--- src/rtl/mpmem_pkg.sv ---
// Package: shared definitions for the multi-port register memory.
// Assumes nothing beyond IEEE 1800-2017 packages.
package mpmem_pkg;

    // Which clock edge commits writes into storage.
    typedef enum logic {
        EDGE_RISE = 1'b0,
        EDGE_FALL = 1'b1
    } clk_edge_e;

endpackage

--- src/rtl/mpmem_wsel.sv ---
// Module: per-write-port select decoder.
// Turns one port's gate, address and bit mask into a per-word, per-bit
// select vector: word w receives the mask when the port targets w, else 0.
// Assumes addresses at or above DEPTH match no word.
module mpmem_wsel #(
    parameter int WIDTH = 8,
    parameter int ABITS = 3,
    parameter int DEPTH = 6
) (
    input  logic                   clk,
    input  logic                   rst_n,
    input  logic                   ce_i,
    input  logic [ABITS-1:0]       addr_i,
    input  logic [WIDTH-1:0]       en_i,
    output logic [DEPTH*WIDTH-1:0] sel_o
);

    // Decode the target word and hand the mask to that word only.
    always_comb begin
        sel_o = '0;
        for (int w = 0; w < DEPTH; w++) begin
            if (ce_i && (int'(addr_i) == w)) begin
                sel_o[w*WIDTH +: WIDTH] = en_i;
            end
        end
    end

    // an address past the last word selects nothing.
    a_r9_oor_no_select: assert property (@(posedge clk) disable iff (!rst_n)
        (int'(addr_i) >= DEPTH) |-> (sel_o == '0));

    // a closed gate selects nothing.
    a_r5_gate_closed: assert property (@(posedge clk) disable iff (!rst_n)
        (!ce_i) |-> (sel_o == '0));

    // an empty mask selects nothing.
    a_r6_empty_mask: assert property (@(posedge clk) disable iff (!rst_n)
        (en_i == '0) |-> (sel_o == '0));

endmodule

--- src/rtl/mpmem_word.sv ---
// Module: one storage word with its write-merge chain.
// Stage p of the chain takes port p's data in the bits port p selects.
// Later stages override earlier ones, so the highest port index wins.
// Assumes all ports share one clock; WR_EDGE picks the active edge.
module mpmem_word
    import mpmem_pkg::*;
#(
    parameter int        WIDTH   = 8,
    parameter int        NWR     = 3,
    parameter clk_edge_e WR_EDGE = EDGE_RISE
) (
    input  logic                 clk,
    input  logic                 rst_n,
    input  logic [NWR*WIDTH-1:0] sel_i,
    input  logic [NWR*WIDTH-1:0] wdata_i,
    output logic [WIDTH-1:0]     q_o
);

    logic [WIDTH-1:0] word_q;
    logic [WIDTH-1:0] chain [NWR+1];
    logic [WIDTH-1:0] any_sel;

    assign chain[0] = word_q;
    assign q_o      = word_q;

    // One merge stage per port, in ascending priority.
    for (genvar p = 0; p < NWR; p++) begin : g_stage
        assign chain[p+1] = (chain[p] & ~sel_i[p*WIDTH +: WIDTH])
                          | (wdata_i[p*WIDTH +: WIDTH] & sel_i[p*WIDTH +: WIDTH]);
    end

    // Collect every bit that any port touches this cycle.
    always_comb begin
        any_sel = '0;
        for (int p = 0; p < NWR; p++) begin
            any_sel = any_sel | sel_i[p*WIDTH +: WIDTH];
        end
    end

    if (WR_EDGE == EDGE_RISE) begin : g_rise
        // Commit the merged word, or clear it under reset.
        always_ff @(posedge clk) begin
            if (!rst_n) word_q <= '0;
            else        word_q <= chain[NWR];
        end

        // bits no port selected keep their value.
        a_r3_unselected_hold: assert property (@(posedge clk) disable iff (!rst_n)
            1'b1 |=> (((word_q ^ $past(word_q)) & ~$past(any_sel)) == '0));

        // the highest port's selected bits carry its data.
        a_r4_top_port_wins: assert property (@(posedge clk) disable iff (!rst_n)
            1'b1 |=> (((word_q ^ $past(wdata_i[(NWR-1)*WIDTH +: WIDTH]))
                       & $past(sel_i[(NWR-1)*WIDTH +: WIDTH])) == '0));

        // a reset edge leaves the word at zero.
        a_r8_reset_clears: assert property (@(posedge clk)
            (!rst_n) |=> (word_q == '0));
    end else begin : g_fall
        // Commit the merged word on the falling edge, or clear it.
        always_ff @(negedge clk) begin
            if (!rst_n) word_q <= '0;
            else        word_q <= chain[NWR];
        end
    end

endmodule

--- src/rtl/mpmem_rdport.sv ---
// Module: combinational read port.
// Returns the addressed word, or zero for an address past the last word.
// Assumes the storage is presented as one flat vector, word w at w*WIDTH.
module mpmem_rdport #(
    parameter int WIDTH = 8,
    parameter int ABITS = 3,
    parameter int DEPTH = 6
) (
    input  logic                   clk,
    input  logic                   rst_n,
    input  logic [DEPTH*WIDTH-1:0] words_i,
    input  logic [ABITS-1:0]       addr_i,
    output logic [WIDTH-1:0]       data_o
);

    // Select the addressed word; nothing matches out of range.
    always_comb begin
        data_o = '0;
        for (int w = 0; w < DEPTH; w++) begin
            if (int'(addr_i) == w) data_o = words_i[w*WIDTH +: WIDTH];
        end
    end

    // out-of-range reads return zero.
    a_r10_oor_reads_zero: assert property (@(posedge clk) disable iff (!rst_n)
        (int'(addr_i) >= DEPTH) |-> (data_o == '0));

endmodule

--- src/rtl/mpmem_top.sv ---
// Module: multi-port register memory with per-bit write enables.
// NWR synchronous write ports and NRD combinational read ports over DEPTH
// words of WIDTH bits. Port fields are packed in flat buses at p*WIDTH
// and p*ABITS. Reset is synchronous, active low, and clears every word.
module mpmem_top
    import mpmem_pkg::*;
#(
    parameter int        WIDTH   = 8,
    parameter int        ABITS   = 3,
    parameter int        DEPTH   = 6,
    parameter int        NWR     = 3,
    parameter int        NRD     = 2,
    parameter clk_edge_e WR_EDGE = EDGE_RISE
) (
    input  logic                 clk,
    input  logic                 rst_n,
    input  logic [NWR-1:0]       wr_ce,
    input  logic [NWR*ABITS-1:0] wr_addr,
    input  logic [NWR*WIDTH-1:0] wr_data,
    input  logic [NWR*WIDTH-1:0] wr_en,
    input  logic [NRD*ABITS-1:0] rd_addr,
    output logic [NRD*WIDTH-1:0] rd_data
);

    localparam int SELW = DEPTH * WIDTH;
    localparam int PORTW = NWR * WIDTH;

    logic [SELW-1:0]  port_sel [NWR];
    logic [PORTW-1:0] word_sel [DEPTH];
    logic [SELW-1:0]  mem_flat;

    // One select decoder per write port.
    for (genvar p = 0; p < NWR; p++) begin : g_wport
        mpmem_wsel #(.WIDTH(WIDTH), .ABITS(ABITS), .DEPTH(DEPTH)) u_sel (
            .clk    (clk),
            .rst_n  (rst_n),
            .ce_i   (wr_ce[p]),
            .addr_i (wr_addr[p*ABITS +: ABITS]),
            .en_i   (wr_en[p*WIDTH +: WIDTH]),
            .sel_o  (port_sel[p])
        );
    end

    // One storage word per address, fed by every port's select slice.
    for (genvar w = 0; w < DEPTH; w++) begin : g_word
        for (genvar p = 0; p < NWR; p++) begin : g_route
            assign word_sel[w][p*WIDTH +: WIDTH] = port_sel[p][w*WIDTH +: WIDTH];
        end

        mpmem_word #(.WIDTH(WIDTH), .NWR(NWR), .WR_EDGE(WR_EDGE)) u_word (
            .clk     (clk),
            .rst_n   (rst_n),
            .sel_i   (word_sel[w]),
            .wdata_i (wr_data),
            .q_o     (mem_flat[w*WIDTH +: WIDTH])
        );
    end

    // One combinational selector per read port.
    for (genvar r = 0; r < NRD; r++) begin : g_rport
        mpmem_rdport #(.WIDTH(WIDTH), .ABITS(ABITS), .DEPTH(DEPTH)) u_rd (
            .clk     (clk),
            .rst_n   (rst_n),
            .words_i (mem_flat),
            .addr_i  (rd_addr[r*ABITS +: ABITS]),
            .data_o  (rd_data[r*WIDTH +: WIDTH])
        );
    end

endmodule

--- config.mk ---
export PLATFORM = sky130hd
export DESIGN_NAME = mpmem_top
export DESIGN_NICKNAME = d
export VERILOG_FILES = /design/src/rtl/mpmem_pkg.sv /design/src/rtl/mpmem_wsel.sv /design/src/rtl/mpmem_word.sv /design/src/rtl/mpmem_rdport.sv /design/src/rtl/mpmem_top.sv
export SDC_FILE = /design/constraint.sdc
export NUM_CORES = 1
export LEC_CHECK = 0
export BUFFER_PORTS_ARGS = -buffer_cell sky130_fd_sc_hd__buf_4
export CORE_ASPECT_RATIO = 1.4
export CORE_MARGIN = 2
export CORE_UTILIZATION = 55
export DETAILED_ROUTE_END_ITERATION = 12
export HOLD_SLACK_MARGIN = 0.08
export PLACE_DENSITY = 0.79
export SYNTH_ARGS = -nofsm -noshare
export SYNTH_HDL_FRONTEND = slang
export SYNTH_SLANG_ARGS = --single-unit
--- constraint.sdc ---
create_clock -name clk -period 2.6 [get_ports clk]
set_input_delay 0 -clock clk [delete_from_list [all_inputs] [get_ports clk]]
set_output_delay 0 -clock clk [all_outputs]
set_load 0.02 [all_outputs]
# Word level (Yosys, flattened, before mapping)
# Cells that the tools add are included.
# word_totals
ff_bits	48
inputBits	68
out_inout_bits	16
elab_cells	156
# op_classes
n_eq_ne	25
n_mux	30
bitwise	72
reduce_logical	23
# op_table
operator	n
$and 8x8->8	36
$mux 8	30
$not 8->8	18
$or 8x8->8	18
$eq 3x3->1 const B	20
$logic_and 1x1->1	18
$eq 3x2->1 const B	5
$logic_not 3->1	5

# Depth between registers and ports, before layout
# Gate-level depths: netlist (run 1).
# logic_depth
word_depth	10
mapped_depth	6
ltp_nobuf	4

# Modules after synthesis
# A second synthesis (run 1) with hierarchy kept.
# unflattened
cells_unflattened	613
hier_area_um2	5607.9
# modules_own_cells
module	n_inst	cells_per_inst	area_each_um2	seq_area_each_um2
mpmem_word	6	58	571.8	160.2
mpmem_wsel	3	57	420.4	0.0
mpmem_rdport	2	47	457.9	0.0

# Least setup slack after synthesis (run 1)
# Ideal clock, no wire load.
# synth_path
path_type	in2out
startpoint	input rd_addr[0]
endpoint	output rd_data[0]
t_arrival_ns	1.067
t_required_ns	2.600
path_slack_ns	1.533
stages	5
path_buffers	2
cell_sequence	buf_2 and2_1 buf_1 a21oi_1 o221ai_1
# synth_via
elab_chain_len	7
word_cells_on_any_way	12
cone_classes	5 x eq/ne; 6 x mux; 1 x reduce/logical
# synth_rtl
item	line_no	source
start, declared	mpmem_top.sv:21	input logic [NRD*ABITS-1:0] rd_addr,
$logic_not 3->1	mpmem_rdport.sv:20	if (int'(addr_i) == w) data_o = words_i[w*WIDTH +: WIDTH];
$mux 8 (5 in a row)	mpmem_rdport.sv:20	
$mux 8 *	mpmem_rdport.sv:20	
end, declared	mpmem_top.sv:22	output logic [NRD*WIDTH-1:0] rd_data
# Mark *: on every way between the ends. The rest lies on a longest branch, timed or not.

==> out/metrics.yaml, run 1 <==
setup_path:
  crit_arrival_ns: 2.08
  endpoint_kind: "flop"
  cp_data_required_time_ns: 2.77
  reg2reg_slack_ns: 1.34
  crit_fanout: 16
  startpoint_type: "input port"
  crit_path_max_incr_delay_ns: 0.96
  worstSetupPathType: "in2reg"
  crit_path_top_delay_cell: "nor4b_4"
  rr_worst_depth: 3
  path_cells: "buf_4 -> nor4b_4 -> a22oi_1 -> o21ai_1 -> a21oi_1 -> dlygate4sd3_1"
  worstSetupPathDepth: 6
  path_delay_family: "simple AND/OR/NAND/NOR gates"
  critPathBufInv: 2
yosys:
  syn_avg_cell_area_um2: 8.03
  ys_warn_count: 0
  ys_seq_area_share_pct: 21.3
  syn_area_um2: 4510
  synth-main-ff-cell: "dfxtp_1"
  synth-edff-count: 0
  synth_seq_cells: 48
  synth_nets: 630
  syn-instance-count: 562
  yosys.cell_types.count: 31
  async_reset_ff_share_pct: 0
sta:
  hold_ws_ns: 0.0838
  skew_ns: 0
  rsz0062_at_grt: "no"
  tightest_slew_ns: 1.11
  relSlewSlack_pct: 25.8
  setup_tns_ns: 0
  fmax_mhz: 525
  finalCritPeriodShare_pct: 73.3
  finalHoldViolCount: 0
  final-setup-viol-count: 0
  slew_violations: 0
  period_minus_slack_ns: 1.91
floorplan:
  fp.dieH_um: 111
  start_util_pct: 56.0
  placementRows: 39
  ios: 84
  die_w_um: 80.5
  core_area_um2: 8050
  dieArea_um2: 8950
place:
  io_buffers: 83
  gp_congestion: 0.873
  dp.cells: 697
  hpwl_um: 10000
grt:
  grt_pass1_wl_um: 23400
  grt_max_degree: 49
  grt_pass1_vias: 4487
  overflow: 0
  antenna_found_initial: 0
  grtUsageTotal_pct: 33.1
layout:
  drive_above_1_share_pct: 18.0
  fin_nets: 688
  layout.cells.non_filler: 723
  diodes: 0
  area_growth_pct: 16.7
  mostFrequentLayoutCell: "a22oi_1"
  final_cell_mix: "96 x a22oi_1, 87 x buf_4, 78 x mux2i_1, 62 x a21oi_1, 62 x nand2_1"
clock_network:
  cts_buffers: 5
  cts_root_buf: "clkbuf_16"
  cts-htree-levels: 2
  clockBufferDepth: 2
  cts_tree: "yes"
  clkSinkCount: 48
  clk_latency_ns: 0.28
  cts.clk_slew.worst_paths_ns: 0.06
drt:
  drtIter0Drc: 608
  antenna_left: 0
  dr_total_vias: 4927
  wl_per_cell_um: 20.4
  first_pass_iters: 5
  wirelength_um: 14800
  vias_per_cell: 6.81
  drc: 0
run:
  cap_viol_max_count: 0
power:
  leakagePower_nw: 2.31
  pwr_density_cell_nw_per_um2: 376
  ir_drop_mv: 0.340
worst_hold_path:
  min-delay-start: "wr_en[12]"
  whs_path_depth: 3
  hp-class: "in2reg"
outcome:
  outcome: "complete, no violations"
logic make-up after synthesis:
family | Yosys count | synth area share [%]
simple gates | 157 | 20.9
flops | 48 | 21.3
mux | 81 | 18.6
compound gates | 221 | 31.0
buf+inv | 55 | 8.18
synthesized netlist by cell type, types with 2 or more instances:
| cell | number | area share (%) |
|---|---|---|
| and4b_1 | 6 | 1.3 |
| buf_1 | 3 | 0.25 |
| and4bb_2 | 2 | 0.55 |
| nand2_1 | 62 | 5.2 |
| nor4b_4 | 3 | 1.6 |
| buf_4 | 4 | 0.67 |
| nor2_1 | 15 | 1.2 |
| nand2b_1 | 2 | 0.28 |
| nor4bb_1 | 2 | 0.44 |
| o21ai_1 | 48 | 5.3 |
| mux2i_1 | 78 | 17 |
| buf_2 | 18 | 2.0 |
| and4bb_4 | 3 | 1.1 |
| nor3b_2 | 2 | 0.55 |
| and3_2 | 4 | 0.67 |
| buf_6 | 12 | 3.0 |
| mux4_2 | 2 | 1.0 |
| a21oi_1 | 62 | 6.9 |
| and4bb_1 | 2 | 0.55 |
| and2_1 | 2 | 0.28 |
| clkbuf_1 | 14 | 1.2 |
| a22oi_1 | 96 | 16 |
| dfxtp_1 | 48 | 21 |
| o221ai_1 | 14 | 2.7 |
| clkbuf_8 | 2 | 0.61 |
| nor2b_1 | 8 | 1.1 |
| and3_1 | 44 | 6.1 |
where the power goes:
| group | switching, mW | internal [mW] |
|---|---|---|
| registers | 0.0369 | 0.771 |
| logic | 0.287 | 0.221 |
| clock network | 0.280 | 0.384 |
how the worst max path moves through the flow:
stage | startpoint | end | slack (ns)
global placement | wr_addr[5] | flop | 1.05
floorplan | rd_addr[0] | rd_data[0] | 1.53
global route | wr_addr[5] | flop | 0.63
detailed placement | wr_addr[5] | flop | 1.01
CTS | wr_addr[5] | flop | 0.76
finish | wr_addr[5] | flop | 0.69
metrics by stage:
stage          power (mW)  instance area, µm²  util, %  worst slack, ns
2_1_floorplan        1.09                4510        -             1.53
3_3_place_gp         1.28                4930     61.3             1.05
3_5_place_dp         1.30                4930     61.3             1.01
4_1_cts              1.96                5260     65.4            0.764
5_1_grt              2.06                5260     65.4            0.628
6_report             1.98                5260     65.4            0.695
cell type report:
cell class	instances	area [µm²]
timing repair buffer	105	833
inverter	1	3.75
clock inverter	1	7.51
fill	733	2790
multi-input combinational	459	3190
sequential	48	961
clock buffer	7	143
tap	102	128
worst reg2reg max path, cell delays in order, from the launching register on:
cell and delay [ns]:
dfxtp_1 0.35, mux2i_1 0.17, a21oi_1 0.08, dlygate4sd3_1 0.55
timing repair:
| item | CTS | global route |
|---|---|---|
| setup buffers | 0 | 0 |
| hold buffers | 18 | 0 |
| gates resized for setup | 0 | 0 |
| endpoints found under the hold margin | 46 | 0 |
routing by layer:
layer / track usage [%] / up-vias / share of wire [%]
met2: 50.7 / 319 / 47
met5: 0 / - / 0
met1: 46.3 / 2300 / 41
li1: - / 2276 / -
met4: 13.7 / 0 / 2.7
met3: 4.32 / 32 / 9.3
Power figures use the tool's default switching activity.
==> run 2, diff against run 1 <==
- CORE_UTILIZATION: 55 -> 52
- PLACE_DENSITY: 0.79 -> 0.78
- clock period: 2.6 -> 1.7 ns (I/O delays scaled with it)
==> out/metrics.yaml, run 2 (synthesized netlist as in run 1, its figures left out) <==
sta:
  final-setup-viol-count: 0  # unchanged
  relSlewSlack_pct: 58.3  # was 25.8%
  period_minus_slack_ns: 1.60
  fmax_mhz: 624
  rsz0062_at_grt: "no"  # unchanged
  setup_tns_ns: 0  # unchanged
  hold_ws_ns: 0.0819  # was 0.0838 ns
  slew_violations: 0  # unchanged
  tightest_slew_ns: 0.622  # was 1.11 ns
  skew_ns: 0  # unchanged
  finalHoldViolCount: 0  # unchanged
  finalCritPeriodShare_pct: 94.3
setup_path:
  cp_data_required_time_ns: 1.88  # was 2.77 ns
  endpoint_kind: "flop"  # unchanged
  startpoint_type: "input port"  # unchanged
  reg2reg_slack_ns: 0.45  # was 1.34 ns
  crit_arrival_ns: 1.78  # was 2.08 ns
  rr_worst_depth: 3  # unchanged
  worstSetupPathType: "in2reg"  # unchanged
  crit_fanout: 7  # was 16
drt:
  wl_per_cell_um: 20.1  # was 20.4 µm
  dr_total_vias: 5009  # was 4927
  wirelength_um: 14900  # was 14800 µm
  vias_per_cell: 6.75  # was 6.81
  drtIter0Drc: 815  # was 608
  drc: 0  # unchanged
  first_pass_iters: 7  # was 5
  antenna_left: 0  # unchanged
worst_hold_path:
  min-delay-start: "wr_en[15]"  # was wr_en[12]
  whs_path_depth: 3  # unchanged
  hp-class: "in2reg"  # unchanged
layout:
  final_cell_mix: "96 x a22oi_1, 93 x buf_4, 78 x mux2i_1, 62 x a21oi_1, 62 x nand2_1"  # was 96 x a22oi_1, 87 x buf_4, 78 x mux2i_1, 62 x a21oi_1, 62 x nand2_1
  fin_nets: 704  # was 688
  mostFrequentLayoutCell: "a22oi_1"  # unchanged
  drive_above_1_share_pct: 18.7  # was 18.0%
  area_growth_pct: 20.3  # was 16.7%
  diodes: 0  # unchanged
place:
  gp_congestion: 0.916  # was 0.873
  hpwl_um: 10100  # was 10000 µm
  io_buffers: 83  # unchanged
grt:
  grtUsageTotal_pct: 31.8  # was 33.1%
  grt_pass1_wl_um: 23400  # about the same
  overflow: 0  # unchanged
  grt_max_degree: 49  # unchanged
  grt_pass1_vias: 4599  # was 4487
  antenna_found_initial: 0  # unchanged
floorplan:
  fp.dieH_um: 114  # was 111 µm
  ios: 84  # unchanged
  dieArea_um2: 9450  # was 8950 µm²
  core_area_um2: 8510  # was 8050 µm²
  die_w_um: 82.7  # was 80.5 µm
  start_util_pct: 53.0  # was 56.0%
  placementRows: 40  # was 39
power:
  pwr_density_cell_nw_per_um2: 582  # was 376 nW/µm²
  leakagePower_nw: 2.40  # was 2.31 nW
  ir_drop_mv: 0.436  # was 0.340 mV
clock_network:
  cts_buffers: 5  # unchanged
  cts-htree-levels: 2  # unchanged
  clk_latency_ns: 0.29  # was 0.28 ns
  clkSinkCount: 48  # unchanged
  clockBufferDepth: 2  # unchanged
  cts_root_buf: "clkbuf_16"  # unchanged
  cts_tree: "yes"  # unchanged
  cts.clk_slew.worst_paths_ns: 0.07  # was 0.06 ns
outcome:
  outcome: "complete, no violations"  # unchanged
run:
  cap_viol_max_count: 0  # unchanged
[run 2: repair_timing]
action / CTS / global route
hold buffers: 28 / 0
resized for setup: 0 / 1
endpoints found under the setup margin: 0 / 1
hold endpoints to repair: 44 / 0
buffers inserted: 0 / 0
[run 2: worst max-delay path, stage by stage]
cell and delay [ns]:
dlygate4sd3_1 0.53, buf_4 0.15, nor2b_2 0.27, a22oi_1 0.10, o21ai_1 0.13, a21oi_1 0.05, dlygate4sd3_1 0.55
[run 2: metrics by stage]
step                utilization [%]  std cells  instance area [µm²]  total power [mW]  worst slack (ns)
global route                   63.8        742                 5430              3.25          0.000864
detailed placement             58.6        706                 4980              1.99             0.443
CTS                            63.8        742                 5430              3.13            0.0138
global placement               58.6        706                 4980              1.96             0.492
finish                         63.8        742                 5430              3.16            0.0977
floorplan                         -        562                 4510              1.67             0.633
[run 2: worst max-delay path by stage]
stage	from	endpoint	slack [ns]	depth (start not counted)
3_3_place_gp	wr_addr[8]	flop	0.49	6
3_5_place_dp	wr_addr[8]	flop	0.44	6
2_1_floorplan	rd_addr[0]	rd_data[0]	0.63	5
4_1_cts	wr_en[13]	flop	0.01	7
5_1_grt	wr_en[13]	flop	0.0009	7
6_report	wr_en[13]	flop	0.1	7
[run 2: area by class of cell]
type                    instances  area [µm²]
clock buffers                   6         129
clock inverters                 2        35.0
fillers                       744        3080
inverters                       1        3.75
multi-input cells             459        3190
flip-flops and latches         48         961
well taps                     105         131
repair buffers                121         978
[run 2: where the power goes]
| part | switching [mW] | leakage, nW | internal, mW |
|---|---|---|---|
| logic | 0.449 | 1.93 | 0.358 |
| registers | 0.0537 | 0.391 | 1.18 |
| clock network | 0.425 | 0.0808 | 0.692 |
| total | 0.928 | 2.40 | 2.23 |
[run 2: routing by layer]
| metal | GRT usage [%] | wire length (µm) |
|---|---|---|
| met1 | 44.2 | 6140 |
| met2 | 49.6 | 6800 |
| met3 | 4.65 | 1510 |
| met4 | 11.3 | 429 |
| met5 | 0 | 0 |
==> run 3, diff against run 2 <==
==> constraint.sdc (replaced) <==
create_clock -name clk -period 1.7 [get_ports clk]
set_input_delay 0.34 -clock clk [delete_from_list [all_inputs] [get_ports clk]]
set_output_delay 0.34 -clock clk [all_outputs]
set_load 0.02 [all_outputs]
==> out/metrics.yaml, run 3 (synthesized netlist as in run 1, its figures left out) <==
setup_path:
  crit_fanout: 2  # was 7
  crit_arrival_ns: 1.49  # was 1.78 ns
  rr_worst_depth: 4  # was 3
  cp_data_required_time_ns: 1.36  # was 1.88 ns
  reg2reg_slack_ns: 0.74  # was 0.45 ns
  startpoint_type: "flop"  # was input port
  endpoint_kind: "output port"  # was flop
  worstSetupPathType: "reg2out"  # was in2reg
layout:
  multi_input_area_um2: 3230  # was 3190 µm²
  final_cell_mix: "104 x buf_4, 96 x a22oi_1, 78 x mux2i_1, 62 x nand2_1, 60 x a21oi_1"  # was 96 x a22oi_1, 93 x buf_4, 78 x mux2i_1, 62 x a21oi_1, 62 x nand2_1
  final_core_util_pct: 65.2  # was 63.8%
  diodes: 0  # unchanged
  fin_nets: 702  # was 704
  mostFrequentLayoutCell: "buf_4"  # was a22oi_1
  fillerInstances: 725  # was 744
  area_growth_pct: 23.0  # was 20.3%
  regArea_um2: 977  # was 961 µm²
  fin_area_um2: 5550  # was 5430 µm²
  layout.cells.non_filler: 740  # was 742
  drive_above_1_share_pct: 26.1  # was 18.7%
clock_network:
  cts_tree: "yes"  # unchanged
  clkSinkCount: 48  # unchanged
  clockBufferDepth: 2  # unchanged
  cts.clk_slew.worst_paths_ns: 0.06  # was 0.07 ns
  cts-htree-levels: 2  # unchanged
  cts_buffers: 5  # unchanged
  clk_latency_ns: 0.29  # about the same
  cts_root_buf: "clkbuf_16"  # unchanged
  ctsHoldBuffers: 0  # was 28
grt:
  grtUsageTotal_pct: 31.0  # was 31.8%
  grt_pass1_vias: 4561  # was 4599
  overflow: 0  # unchanged
  antenna_found_initial: 0  # unchanged
  grt_max_degree: 49  # unchanged
  grt_pass1_wl_um: 22600  # was 23400 µm
worst_hold_path:
  min-delay-start: "wr_data[1]"  # was wr_en[15]
  hp-class: "in2reg"  # unchanged
  whs_path_depth: 3  # unchanged
place:
  dp.cells: 724  # was 706
  gp_congestion: 0.910  # was 0.916
  io_buffers: 83  # unchanged
  hpwl_um: 10100  # about the same
  placed_area_um2: 5260  # was 4980 µm²
sta:
  slew_violations: 0  # unchanged
  final-setup-viol-count: 2  # was 0
  tightest_slew_ns: 0.460  # was 0.622 ns
  relSlewSlack_pct: 69.3  # was 58.3%
  finalCritPeriodShare_pct: 107  # was 94.3%
  finalHoldViolCount: 0  # unchanged
  setup_slack_ns: -0.126  # was 0.0977 ns
  setup_tns_ns: -0.144  # was 0 ns
  hold_ws_ns: 0.367  # was 0.0819 ns
  rsz0062_at_grt: "yes"  # was no
  skew_ns: 0  # unchanged
  period_minus_slack_ns: 1.83  # was 1.60 ns
  fmax_mhz: 548  # was 624 MHz
drt:
  wl_per_cell_um: 19.7  # was 20.1 µm
  antenna_left: 0  # unchanged
  dr_total_vias: 4837  # was 5009
  first_pass_iters: 5  # was 7
  drc: 0  # unchanged
  vias_per_cell: 6.54  # was 6.75
  drtIter0Drc: 589  # was 815
  wirelength_um: 14600  # was 14900 µm
outcome:
  violations: "negative setup slack"
  outcome: "complete, but fails checks"  # was complete, no violations
floorplan:
  fp.dieH_um: 114  # unchanged
  dieArea_um2: 9450  # unchanged
  ios: 84  # unchanged
  die_w_um: 82.7  # unchanged
  placementRows: 40  # unchanged
  core_area_um2: 8510  # unchanged
  start_util_pct: 53.0  # unchanged
power:
  pwr_density_cell_nw_per_um2: 566  # was 582 nW/µm²
  ir_drop_mv: 0.357  # was 0.436 mV
  leakagePower_nw: 2.46  # was 2.40 nW
run:
  cap_viol_max_count: 0  # unchanged
-- run 3: stage by stage --
step           power [mW]  setup slack [ns]
4_1_cts              3.11            -0.128
2_1_floorplan        1.68           -0.0471
5_1_grt              3.25            -0.161
6_report             3.14            -0.126
3_3_place_gp         2.01         -0.000822
3_5_place_dp         2.04          -0.00969
-- run 3: power breakdown --
part / leakage [nW] / internal, mW / total, mW / switching, mW
sequential: 0.396 / 1.18 / 1.24 / 0.0534
clock: 0.0808 / 0.691 / 1.08 / 0.387
combinational: 1.98 / 0.380 / 0.829 / 0.449
total: 2.46 / 2.25 / 3.14 / 0.890
-- run 3: layer usage --
| metal | GRT usage, % | wire length, µm | part of all wire (%) | up-vias |
|---|---|---|---|---|
| met2 | 47.9 | 6820 | 47 | 279 |
| met4 | 15.6 | 532 | 3.6 | 0 |
| met3 | 5.21 | 1380 | 9.5 | 48 |
| li1 | - | - | - | 2303 |
| met1 | 41.1 | 5850 | 40 | 2207 |
| met5 | 0 | 0 | 0 | - |
-- run 3: worst max path at each step --
stage	to	slack, ns	cells past startpoint
3_5_place_dp	rd_data[8]	-0.01	5
6_report	rd_data[9]	-0.13	3
2_1_floorplan	rd_data[3]	-0.05	5
3_3_place_gp	rd_data[8]	-0.0008	5
5_1_grt	rd_data[9]	-0.16	3
4_1_cts	rd_data[9]	-0.13	3
-- run 3: what timing repair did --
action	4_1_cts	5_1_grt
pin swaps	1	3
resized for setup	13	13
setup endpoints to repair	4	12
buffers inserted	5	3
endpoints found under the hold margin	0	0
-- run 3: final cells by class --
cell class / instances / share of cell area [%]
clock buffers: 6 / 2.32
flip-flops and latches: 48 / 17.6
clock inverters: 2 / 0.631
multi-input cells: 459 / 58.3
repair buffers: 119 / 18.8
well taps: 105 / 2.37
inverters: 1 / 0.0676
-- run 3: critical path, stage by stage, from the launching register on --
cell     delay, ns
dfxtp_4       0.35
mux4_2        0.44
mux2_2        0.28
buf_6         0.13
